===== config.mk =====
export PLATFORM = sky130hd
export DESIGN_NAME = irq_fanin_ctrl
export DESIGN_NICKNAME = d
export VERILOG_FILES = /design/src/rtl/irq_fanin_ctrl.sv
export SDC_FILE = /design/constraint.sdc
export NUM_CORES = 1
export LEC_CHECK = 0
export BUFFER_PORTS_ARGS = -buffer_cell sky130_fd_sc_hd__buf_2
export CAP_MARGIN = 20
export CORE_ASPECT_RATIO = 1.1
export CORE_MARGIN = 5
export CORE_UTILIZATION = 40
export DETAILED_ROUTE_END_ITERATION = 8
export SETUP_SLACK_MARGIN = 0.3
export SLEW_MARGIN = 15
export SYNTH_ARGS = -nofsm -noshare
export SYNTH_HDL_FRONTEND = slang
export SYNTH_SLANG_ARGS = --single-unit

===== constraint.sdc =====
create_clock -name clk -period 10.9 [get_ports clk]
set_input_delay 3.27 -clock clk [delete_from_list [all_inputs] [get_ports clk]]
set_output_delay 3.27 -clock clk [all_outputs]
set_load 0.05 [all_outputs]

===== src/rtl/irq_fanin_ctrl.sv =====
module irq_fanin_ctrl #(
  parameter int WORD_W = 16,
  parameter int NWORD  = 2,
  parameter int NOUT   = 4,
  parameter int ADDR_W = 9
) (
  input  logic                      clk,
  input  logic                      rst_n,
  input  logic [NWORD*WORD_W-1:0]   src_in,
  input  logic [ADDR_W-1:0]         bus_addr,
  input  logic [WORD_W-1:0]         bus_wdata,
  input  logic                      bus_we,
  input  logic                      bus_re,
  output logic [WORD_W-1:0]         bus_rdata,
  output logic [NOUT-1:0]           irq_out
);
  localparam int NSRC = NWORD * WORD_W;

  logic [NSRC-1:0] s1, s2, qd, pend, edge_sel, pol;
  logic [NSRC-1:0] q, evt, clr;
  logic [NOUT-1:0][NSRC-1:0] en;

  // decode: control space below 0x100, enable space from 0x100
  logic       ctl_hit, en_hit;
  logic       ctl_w, en_w;
  logic [1:0] ctl_kind, en_n;

  assign ctl_hit  = !bus_addr[8] && !bus_addr[7] && bus_addr[3:0] == 4'h0;
  assign ctl_w    = bus_addr[6];
  assign ctl_kind = bus_addr[5:4];
  assign en_hit   = bus_addr[8] && !bus_addr[7] && bus_addr[3:0] == 4'h0;
  assign en_w     = bus_addr[4];
  assign en_n     = bus_addr[6:5];

  assign q   = s2 ^ pol;
  assign evt = q & ~qd;

  always_comb begin
    clr = '0;
    if (bus_we && ctl_hit && ctl_kind == 2'd1)
      clr[ctl_w*WORD_W +: WORD_W] = bus_wdata;
  end

  always_ff @(posedge clk) begin
    if (!rst_n) begin
      s1 <= '0;
      s2 <= '0;
      qd <= '0;
      pend <= '0;
    end else begin
      s1 <= src_in;
      s2 <= s1;
      qd <= q;
      pend <= (edge_sel & ((pend & ~clr) | evt)) | (~edge_sel & q);
    end
  end

  always_ff @(posedge clk) begin
    if (!rst_n) begin
      edge_sel <= '0;
      pol <= '0;
      en <= '0;
    end else if (bus_we) begin
      if (ctl_hit && ctl_kind == 2'd2) edge_sel[ctl_w*WORD_W +: WORD_W] <= bus_wdata;
      if (ctl_hit && ctl_kind == 2'd3) pol[ctl_w*WORD_W +: WORD_W] <= bus_wdata;
      if (en_hit) en[en_n][en_w*WORD_W +: WORD_W] <= bus_wdata;
    end
  end

  always_comb begin
    bus_rdata = '0;
    if (bus_re && ctl_hit) begin
      case (ctl_kind)
        2'd0:    bus_rdata = pend[ctl_w*WORD_W +: WORD_W];
        2'd2:    bus_rdata = edge_sel[ctl_w*WORD_W +: WORD_W];
        2'd3:    bus_rdata = pol[ctl_w*WORD_W +: WORD_W];
        default: bus_rdata = '0;
      endcase
    end else if (bus_re && en_hit) begin
      bus_rdata = en[en_n][en_w*WORD_W +: WORD_W];
    end
  end

  for (genvar n = 0; n < NOUT; n++) begin : g_out
    assign irq_out[n] = |(pend & en[n]);
  end
endmodule


Word-level counts from Yosys, hierarchy flattened. Index checks and enable logic that the tools add are counted.

Equality and inequality tests: 3. Bitwise logic cells: 15. $add $sub $neg: 2. Shift operators: 8. Magnitude comparators: 2. Reduce and logical (&&, ||, !) cells: 22. Multiplexer cells: 11.

Operators with widths (number): 32-bit bitwise AND (9); 128-bit bitwise mux (1); 32-bit OR reduction (4); 32-bit by 6-bit variable part select with 16-bit output (4); 32-bit 2-to-1 mux (3); 32-bit NOT (3); 5-bit negator with 34-bit output (2); 16-bit by 34-bit variable shift with 32-bit output, first input constant (2); 16-bit by 34-bit variable part select with 32-bit output (2); 32-bit binary-select mux with 2-bit select (1); 32-bit bitwise mux (2); 32-bit demux with 2-bit select (1); 32-bit OR (2); 16-bit one-hot mux with 3 select lines (1); 16-bit 2-to-1 mux (2); 32-bit bitwise XOR (1); 1-bit logical AND (11); 2-bit AND reduction (3); 2-bit == test, second input constant (2); 4-bit logical NOT (1); 2-bit by 3-bit < comparator with 1-bit output, second input constant (1); 2-bit by 1-bit == test with 1-bit output, second input constant (1); 2-bit by 1-bit >= comparator with 1-bit output, second input constant (1); 1-bit logical NOT (2); 2-bit logical NOT (1).

Register bits after elaboration: 320. Logic and storage cells: 73. Bits of input ports: 61.

Longest topological paths before layout. Gate-level depths: netlist of the first run.

Word-level depth: 11. Mapped depth: 8.

Worst setup path after synthesis of the first run. No wires, ideal clock.

Kind: input to output. From: in bus_addr[4]. To: out bus_rdata[4]. Stages on the path: 6. Arrival time: 5139 ps. Buffers on the path: 3. Data required time: 7630 ps. Slack: 2491 ps. Cell sequence: buf_2 buf_2 clkbuf_1 mux4_2 a21oi_1 o211ai_1.

Word-level cells in the longest chain between the ends: 3.

RTL lines: start, declared (line 10) `input logic [ADDR_W-1:0] bus_addr,`; 32-bit by 6-bit variable part select with 16-bit output (tied with other cells) (line 80) `bus_rdata = en[en_n][en_w*WORD_W +: WORD_W];`; 16-bit 2-to-1 mux / 16-bit one-hot mux with 3 select lines (equally long branches) (line 79, 73); 16-bit 2-to-1 mux (*) (line 72) `if (bus_re && ctl_hit) begin`; end, declared (line 14) `output logic [WORD_W-1:0] bus_rdata,`.

Mark *: on every way between the ends. The rest lies on a longest branch, timed or not.

Worst setup path after layout of the first run.
From: in bus_addr[7]. To: out bus_rdata[8].

Word-level cells in the longest chain between the ends: 6.

RTL lines: 1-bit logical NOT (*) (line 28, 31); 1-bit logical AND (2 in a row) (line 31) `assign en_hit = bus_addr[8] && !bus_addr[7] && bus_addr[3:0] == 4'h0;`; 1-bit logical AND (line 79) `end else if (bus_re && en_hit) begin`; 16-bit 2-to-1 mux (line 79); 16-bit 2-to-1 mux (*) (line 72).

Marks and branches as above.

==> impl_metrics.env, run 1 <==
export IMPL_synth_mux_area_share_pct=15.7
export IMPL_min_period_over_period_pct=84.7
export IMPL_grt_pass1_wl_um=66400
export IMPL_gp_congestion=0.963
export IMPL_synth_top_family_by_area="simple AND/OR/NAND/NOR gates"
export IMPL_cts_resized=0
export IMPL_coreArea_um2=35000
export IMPL_period_minus_slack_ps=9230
export IMPL_ir_drop_uv=79.3
export IMPL_synth_cell_area_um2=14100
export IMPL_wire_per_inst_um=22.7
export IMPL_grt_max_degree=143
export IMPL_fmax_mhz=108
export IMPL_antenna_found_initial=0
export IMPL_netlist_instances=1427
export IMPL_hpwlAfterDp_um=29200
export IMPL_tritoncts="yes"
export IMPL_clock_latency_ps=510
export IMPL_status="finished clean"
export IMPL_p_leak_nw=6.67
export IMPL_clk_path_buf_depth=3
export IMPL_rsz0062_at_grt="no"
export IMPL_fp_dieH_um=207
export IMPL_p_per_area_nw_per_um2=158
export IMPL_syn_area_per_cell_um2=9.87
export IMPL_tightestPinTransition_ps=1100
export IMPL_h_tree_depth=2
export IMPL_io_buffers=80
export IMPL_required_ps=7630
export IMPL_die_w_um=189
export IMPL_cts_buffers=36
export IMPL_clkTransAtPathRegs_ps=50
export IMPL_slew_headroom_pct=26.7
export IMPL_numClockSinks=320
export IMPL_route_detailed_drc=0
export IMPL_grt_pass1_vias=10596
export IMPL_start_util_pct=40.3
export IMPL_dp_slack_ps=1710
export IMPL_ioPinCount=81
export IMPL_hp_class="reg -> reg"
export IMPL_critical_path_class="in -> out"
export IMPL_finalSetupViolCount=0
export IMPL_synth_xor_area_share_pct=1.99
export IMPL_rows=72
export IMPL_start_kind="primary input"
export IMPL_setup_ws_ps=1670
export IMPL_diodes=0
export IMPL_post_cts_setup_buffer_count=0
export IMPL_setup_tns_ps=0
export IMPL_synth_seq_area_share_pct=45.5
export IMPL_synth_net_count=1488
export IMPL_skew_ps=10.1
export IMPL_drt_wl_total_um=43600
export IMPL_drive_gt1_share_pct=13.6
export IMPL_synth_simple_gate_area_share_pct=20.7
export IMPL_synth_compound_area_share_pct=12.8
export IMPL_slew_viol_final=0
export IMPL_yosysUniqueCellTypes=39
export IMPL_drt_pass1_iterations=6
export IMPL_ctsHoldBuffers=0
export IMPL_nets=1509
export IMPL_ys_warn_count=0
export IMPL_path_max_fanout=16
export IMPL_syn2layout_area_growth_pct=12.5
export IMPL_cts_root_buf="clkbuf_16"
export IMPL_ys_seq_elements=320
export IMPL_viasPerCell=5.59
export IMPL_grt_usage_pct=22.0
export IMPL_drt_iter0_markers=1109
export IMPL_crit_path_end_kind="output port"
export IMPL_synthAdderAreaFrac_pct=0
export IMPL_num_vias=10714
export IMPL_overflow=0
export IMPL_arrival_ps=5960
export IMPL_dieArea_um2=39100
export IMPL_hold_viol=0
export IMPL_max_cap_violations=0
export IMPL_ant_nets=0
-- path summary, 6_finish.rpt --
check,from,end,slack [ps],depth (start not counted)
worst max-delay path,bus_addr[7],bus_rdata[8],1670,6
worst min register to register,s1[27]$_SDFF_PN0_,s2[27]$_SDFF_PN0_,430,1
worst max register to register,pend[18]$_SDFF_PN0_,pend[18]$_SDFF_PN0_,9880,3
worst min-delay path,s1[27]$_SDFF_PN0_,s2[27]$_SDFF_PN0_,430,1
-- kinds of logic (layout without fill, tap and decap cells) --
logic type / count (synthesis) / in the layout
compound gates: 256 / 256
xor+xnor: 32 / 32
buf+inv: 106 / 153
flops: 320 / 320
mux: 161 / 161
simple gates: 552 / 552
-- power breakdown --
| part | switching [mW] | total (mW) | leakage (nW) | internal (mW) |
|---|---|---|---|---|
| Sequential | 0.0151 | 1.20 | 2.60 | 1.19 |
| Combinational | 0.0625 | 0.104 | 3.50 | 0.0416 |
| Clock | 0.477 | 1.19 | 0.575 | 0.714 |
-- Yosys cell counts --
cell type / count / area [µm²]
nor4bb_1: 1 / 10.0
o2111ai_1: 1 / 8.76
nand2b_1: 30 / 188
nor4b_4: 1 / 23.8
nand2_1: 224 / 841
or4_1: 4 / 30.0
mux2i_1: 113 / 1130
nor4b_1: 1 / 8.76
and4_1: 5 / 43.8
nor3b_1: 1 / 7.51
a21o_1: 32 / 240
nor3_1: 1 / 5.00
nand3_2: 2 / 20.0
and3_1: 3 / 18.8
nand4_4: 1 / 21.3
nor2_1: 16 / 60.1
and2_0: 1 / 6.26
dfxtp_1: 320 / 6410
buf_4: 5 / 37.5
and2_1: 97 / 607
a22oi_1: 64 / 480
mux4_2: 48 / 1080
nand3_1: 35 / 175
buf_2: 31 / 155
nand4_1: 23 / 144
o211ai_1: 15 / 113
clkbuf_1: 67 / 251
nor4_4: 1 / 21.3
a21boi_1: 12 / 90.1
a21oi_1: 47 / 235
and4b_1: 1 / 10.0
nor2b_1: 99 / 619
nand4_2: 3 / 37.5
a211o_1: 1 / 8.76
clkbuf_2: 2 / 10.0
a21boi_0: 84 / 631
xor2_1: 32 / 280
and3b_1: 2 / 17.5
inv_1: 1 / 3.75
-- layer usage --
layer  track usage [%]  part of all wire, %  up-vias
met2              34.3                   44      500
met1              30.4                   43     5065
met4              9.08                  4.7        0
met3              4.22                  8.6      134
li1                  -                    -     5015
met5                 0                    0        -
-- sequential cells by signal (all words and copies together), names as in the netlist --
signal    count
en          128
edge_sel     32
pend         32
pol          32
qd           32
s1           32
s2           32
-- metrics by stage --
step	utilization [%]	instance area, µm²	power (mW)	hold slack, ps	instances
finish	45.3	15800	2.50	429	1918
CTS	45.3	15800	2.52	430	1917
global placement	41.9	14600	1.33	415	1852
global route	45.3	15800	2.58	438	1918
detailed placement	41.9	14700	1.33	417	1853
floorplan	-	14100	1.29	412	1427
-- critical path, stage by stage --
cell and delay [ps]:
buf_2 130, nor4b_4 790, nand4_1 830, nand2b_1 410, o211ai_1 180, buf_2 340
-- layout by cell type (no fill, tap or decap), drive strengths merged, types with 27 or more instances in the layout --
cell type / count
mux4: 48
a21oi: 47
nand2: 224
mux2i: 113
buf: 88
clkbuf: 55
and2: 98
nor2b: 99
nand2b: 30
a22oi: 64
dfxtp: 320
nand3: 37
a21boi: 96
a21o: 32
xor2: 32
nand4: 27
-- final cells by class --
| cell class | count | area (µm²) |
|---|---|---|
| fillers | 3378 | 19100 |
| multi-input cells | 1001 | 7220 |
| flip-flops and latches | 320 | 6410 |
| clock buffers | 55 | 1090 |
| well taps | 444 | 556 |
| repair buffers | 88 | 483 |
| clock inverters | 9 | 75.1 |
| inverters | 1 | 3.75 |
Note: power is estimated with default switching activity, not from simulation.
==> run 2: changes to the inputs <==
Clock period 10.9 ns to 9.2 ns, I/O delays scaled along.
==> impl_metrics.env, run 2 (synthesized netlist as in run 1, its figures left out) <==
export IMPL_clk_path_buf_depth=3
export IMPL_switching_share_pct=22.1
export IMPL_top_layer_used="met4"
export IMPL_met3RoutedLength_um=3170
export IMPL_coreArea_um2=35000
export IMPL_ioPinCount=81
export IMPL_grt_max_degree=122
export IMPL_hold_viol=0
export IMPL_numClockSinks=320
export IMPL_crit_path_end_kind="output port"
export IMPL_max_stage_delay_ps=810
export IMPL_drt_pass1_iterations=5
export IMPL_cp_cell_sequence="buf_2 -> nor4b_4 -> nand4_1 -> buf_4 -> nand2b_1 -> o211ai_1 -> buf_2"
export IMPL_multi_input_area_um2=7220
export IMPL_ir_drop_uv=102
export IMPL_largest_reg_flops=128
export IMPL_tightestPinTransition_ps=1120
export IMPL_instances_no_fill=1921
export IMPL_mostFrequentLayoutCells="320 x dfxtp_1, 224 x nand2_1, 113 x mux2i_1, 99 x nor2b_1, 97 x and2_1"
export IMPL_cts_buffers=37
export IMPL_route_met2_wl_um=18900
export IMPL_nets=1514
export IMPL_reg2regPathDepth=3
export IMPL_clkTransAtPathRegs_ps=60
export IMPL_min_period_over_period_pct=82.1
export IMPL_cp_top_family="simple AND/OR/NAND/NOR gates"
export IMPL_required_ps=6440
export IMPL_io_buffers=80
export IMPL_ant_nets=0
export IMPL_drt_wl_total_um=43300
export IMPL_crit_path_frequent_cell="buf_2"
export IMPL_fmax_mhz=132
export IMPL_start_util_pct=40.3
export IMPL_dieArea_um2=39100
export IMPL_gp_congestion=0.967
export IMPL_slew_headroom_pct=25.3
export IMPL_antenna_found_initial=0
export IMPL_hpwlAfterDp_um=28700
export IMPL_min_to="s2[22]$_SDFF_PN0_"
export IMPL_p_seq_share_pct=47.2
export IMPL_p_leak_nw=6.70
export IMPL_fp_dieH_um=207
export IMPL_p_per_area_nw_per_um2=190
export IMPL_period_minus_slack_ps=7550
export IMPL_final_common_cell="dfxtp_1"
export IMPL_syn2layout_area_growth_pct=12.9
export IMPL_die_w_um=189
export IMPL_slew_viol_final=0
export IMPL_rows=72
export IMPL_hold_path_startpoint="s1[22]$_SDFF_PN0_"
export IMPL_grt_pass1_wl_um=66400
export IMPL_fillCellCount=3374
export IMPL_critical_path_class="in -> out"
export IMPL_arrival_ps=4790
export IMPL_h_tree_depth=2
export IMPL_regMostFlops="en"
export IMPL_route_detailed_drc=0
export IMPL_switching_power_mw=0.667
export IMPL_status="finished clean"
export IMPL_clock_latency_ps=510
export IMPL_num_vias=10780
export IMPL_post_cts_setup_buffer_count=0
export IMPL_grt_pass1_vias=10625
export IMPL_rsz0062_at_grt="no"
export IMPL_critPathSlowestCell="nor4b_4"
export IMPL_drt_iter0_markers=869
export IMPL_cts_root_buf="clkbuf_16"
export IMPL_pwr_share_comb_pct=4.0
export IMPL_skew_ps=9.86
export IMPL_path_max_fanout=16
export IMPL_ctsHoldBuffers=0
export IMPL_met1_length_um=18800
export IMPL_tritoncts="yes"
export IMPL_dp_cells=1856
export IMPL_overflow=0
export IMPL_hold_depth=1
export IMPL_diodes=0
export IMPL_hp_class="reg -> reg"
export IMPL_p_clk_share_pct=48.8
export IMPL_seqCellArea_um2=6410
export IMPL_rr_startpoint="pend[18]$_SDFF_PN0_"
export IMPL_crit_buf_inv=3
export IMPL_rrSetupSlack_ps=8150
export IMPL_max_cap_violations=0
export IMPL_finalSetupViolCount=0
export IMPL_setup_tns_ps=0
export IMPL_start_kind="primary input"
export IMPL_drive_gt1_share_pct=13.6
export IMPL_wire_per_inst_um=22.5
export IMPL_grt_usage_pct=22.0
export IMPL_internal_power_mw=2.35
export IMPL_cts_resized=0
export IMPL_rr_endpoint="pend[18]$_SDFF_PN0_"
export IMPL_viasPerCell=5.61
[run 2: area by class of cell]
cell class	count	share of cell area, %
sequential	320	40.3
clock inverter	10	1.03
inverter	1	0.0236
tap	444	3.49
timing repair buffer	92	3.23
clock buffer	53	6.52
multi-input combinational	1001	45.4
[run 2: stage by stage]
step                area [µm²]  util (%)  setup slack (ps)  hold slack [ps]  power, mW
CTS                      15900      45.4              1660              433       3.05
global placement         14700      42.0              1680              419       1.58
finish                   15900      45.5              1650              431       3.02
global route             15900      45.5              1510              442       3.12
detailed placement       14700      42.0              1670              419       1.58
floorplan                14100         -              1810              412       1.53
[run 2: worst max-delay path by stage]
stage                     slack, ps            end         from  depth (start not counted)
final                          1650   bus_rdata[8]  bus_addr[7]                          7
after global routing           1510   bus_rdata[7]  bus_addr[7]                          7
after CTS                      1660  bus_rdata[11]  bus_addr[7]                          7
after detailed placement       1670  bus_rdata[10]  bus_addr[5]                          6
after global placement         1680  bus_rdata[11]  bus_addr[7]                          7
after floorplan                1810   bus_rdata[4]  bus_addr[4]                          6
[run 2: per-layer routing]
layer / global-route usage, % / vias up
met5: 0 / -
met4: 10.8 / 0
met3: 3.80 / 134
met2: 33.9 / 487
met1: 30.1 / 5138
li1: - / 5021
[run 2: power groups by stage]
stage | logic, mW | registers, mW | clock network [mW]
6_report | 0.122 | 1.43 | 1.47
5_1_grt | 0.133 | 1.43 | 1.57
4_1_cts | 0.122 | 1.42 | 1.50
3_5_place_dp | 0.122 | 1.46 | 0
3_3_place_gp | 0.121 | 1.45 | 0
2_1_floorplan | 0.0837 | 1.45 | 0
==> run 3: changes to the inputs <==
Clock period 9.2 ns to 7.2 ns, I/O delays scaled along.
==> impl_metrics.env, run 3 (synthesized netlist as in run 1, its figures left out) <==
export IMPL_hp_class="reg -> reg"
export IMPL_drt_pass1_iterations=8
export IMPL_hold_depth=1
export IMPL_switching_power_mw=0.831
export IMPL_period_minus_slack_ps=6290
export IMPL_rrSetupSlack_ps=6130
export IMPL_status="finished clean"
export IMPL_p_per_area_nw_per_um2=237
export IMPL_largest_reg_flops=128
export IMPL_cp_cell_sequence="buf_4 -> buf_4 -> mux2i_1 -> nor2_1 -> a21oi_1 -> o211ai_1 -> buf_2"
export IMPL_clk_path_buf_depth=3
export IMPL_grt_usage_pct=21.8
export IMPL_rows=72
export IMPL_regMostFlops="en"
export IMPL_placed_cell_area_um2=14700
export IMPL_clkTransAtPathRegs_ps=50
export IMPL_diodes=0
export IMPL_p_leak_nw=6.67
export IMPL_ir_drop_uv=146
export IMPL_min_period_over_period_pct=87.3
export IMPL_cp_top_family="buffers and inverters"
export IMPL_switching_share_pct=22.2
export IMPL_critical_path_class="in -> out"
export IMPL_max_cap_violations=0
export IMPL_crit_buf_inv=3
export IMPL_max_stage_delay_ps=530
export IMPL_crit_path_frequent_cell="buf_4"
export IMPL_dieArea_um2=39100
export IMPL_tightestPinTransition_ps=1110
export IMPL_syn2layout_area_growth_pct=12.3
export IMPL_start_kind="primary input"
export IMPL_numClockSinks=320
export IMPL_fmax_mhz=159
export IMPL_tritoncts="yes"
export IMPL_grt_max_degree=169
export IMPL_hold_path_startpoint="s1[16]$_SDFF_PN0_"
export IMPL_setup_tns_ps=0
export IMPL_hold_viol=0
export IMPL_io_buffers=80
export IMPL_grt_pass1_vias=10510
export IMPL_cts_buffers=36
export IMPL_reg2regPathDepth=3
export IMPL_ctsHoldBuffers=0
export IMPL_cts_root_buf="clkbuf_16"
export IMPL_multi_input_area_um2=7220
export IMPL_cp_depth=7
export IMPL_hpwlAfterDp_um=29300
export IMPL_ant_nets=0
export IMPL_drive_gt1_share_pct=13.6
export IMPL_post_cts_setup_buffer_count=0
export IMPL_clock_latency_ps=510
export IMPL_p_seq_share_pct=48.6
export IMPL_path_max_fanout=41
export IMPL_drt_wl_total_um=43000
export IMPL_pwr_share_comb_pct=4.2
export IMPL_seqCellArea_um2=6410
export IMPL_slew_viol_final=0
export IMPL_cts_resized=0
export IMPL_min_to="s2[16]$_SDFF_PN0_"
export IMPL_arrival_ps=4130
export IMPL_start_util_pct=40.3
export IMPL_fp_dieH_um=207
export IMPL_mostFrequentLayoutCells="320 x dfxtp_1, 224 x nand2_1, 113 x mux2i_1, 99 x nor2b_1, 97 x and2_1"
export IMPL_rr_startpoint="pend[18]$_SDFF_PN0_"
export IMPL_ioPinCount=81
export IMPL_coreArea_um2=35000
export IMPL_dp_cells=1858
export IMPL_overflow=0
export IMPL_num_vias=10713
export IMPL_critPathSlowestCell="buf_4"
export IMPL_grt_pass1_wl_um=65800
export IMPL_die_w_um=189
export IMPL_worstSetupStartpoint="bus_addr[6]"
export IMPL_crit_path_end_kind="output port"
export IMPL_design_area_um2=15800
export IMPL_antenna_found_initial=0
export IMPL_p_clk_share_pct=47.2
export IMPL_drt_iter0_markers=1102
export IMPL_rr_endpoint="pend[18]$_SDFF_PN0_"
export IMPL_gp_congestion=0.977
export IMPL_instances_no_fill=1917
export IMPL_skew_ps=7.50
export IMPL_h_tree_depth=2
export IMPL_viasPerCell=5.59
export IMPL_rsz0062_at_grt="no"
export IMPL_required_ps=5040
export IMPL_wire_per_inst_um=22.4
export IMPL_route_detailed_drc=0
export IMPL_slew_headroom_pct=26.2
export IMPL_nets=1513
export IMPL_internal_power_mw=2.91
export IMPL_finalSetupViolCount=0
export IMPL_fillCellCount=3394
export IMPL_final_common_cell="dfxtp_1"
[run 3: cell count changes in the layout (fill, tap and decap cells not counted)]
cell       before  now
clkbuf_1       11    7
clkinv_2        3    6
bufinv_16       4    2
buf_4          12   13
buf_6           2    1
clkbuf_16      37   36
clkbuf_8        5    6
clkinv_8        0    1
inv_6           2    1
inv_8           1    0
[run 3: metrics by stage]
step	hold slack, ps	setup slack (ps)	total power [mW]	utilization, %
floorplan	412	1010	1.95	-
global placement	420	915	2.01	42.0
detailed placement	420	900	2.01	42.0
CTS	433	904	3.78	45.2
global route	446	804	3.87	45.2
finish	432	912	3.74	45.2
[run 3: worst reg2reg max path, stage by stage, from the launching register on]
cell     delay [ps]
dfxtp_1         650
nand3_1         130
a21oi_1         140
a21o_1          100
[run 3: final cells by class]
type / count / area share, %
repair buffers: 92 / 3.22
inverters: 1 / 0.0237
flip-flops and latches: 320 / 40.5
clock inverters: 10 / 0.728
clock buffers: 49 / 6.38
multi-input cells: 1001 / 45.6
well taps: 444 / 3.51
[run 3: power groups by stage]
stage	clock network (mW)	logic [mW]	registers (mW)
floorplan	0	0.107	1.85
global placement	0	0.154	1.86
detailed placement	0	0.156	1.86
CTS	1.81	0.156	1.82
global route	1.88	0.170	1.82
finish	1.77	0.156	1.82
[run 3: worst max path at each step]
stage	endpoint	slack, ps
global placement	bus_rdata[3]	910
finish	bus_rdata[3]	910
CTS	bus_rdata[3]	900
detailed placement	bus_rdata[3]	900
global route	bus_rdata[3]	800
floorplan	bus_rdata[4]	1010
[run 3: metal layers]
metal	track usage [%]	routed length, µm	vias to the layer above
met5	0	0	-
met2	34.4	19300	482
met1	29.8	18500	5093
met3	3.55	3140	134
li1	-	-	5004
met4	9.60	2090	0
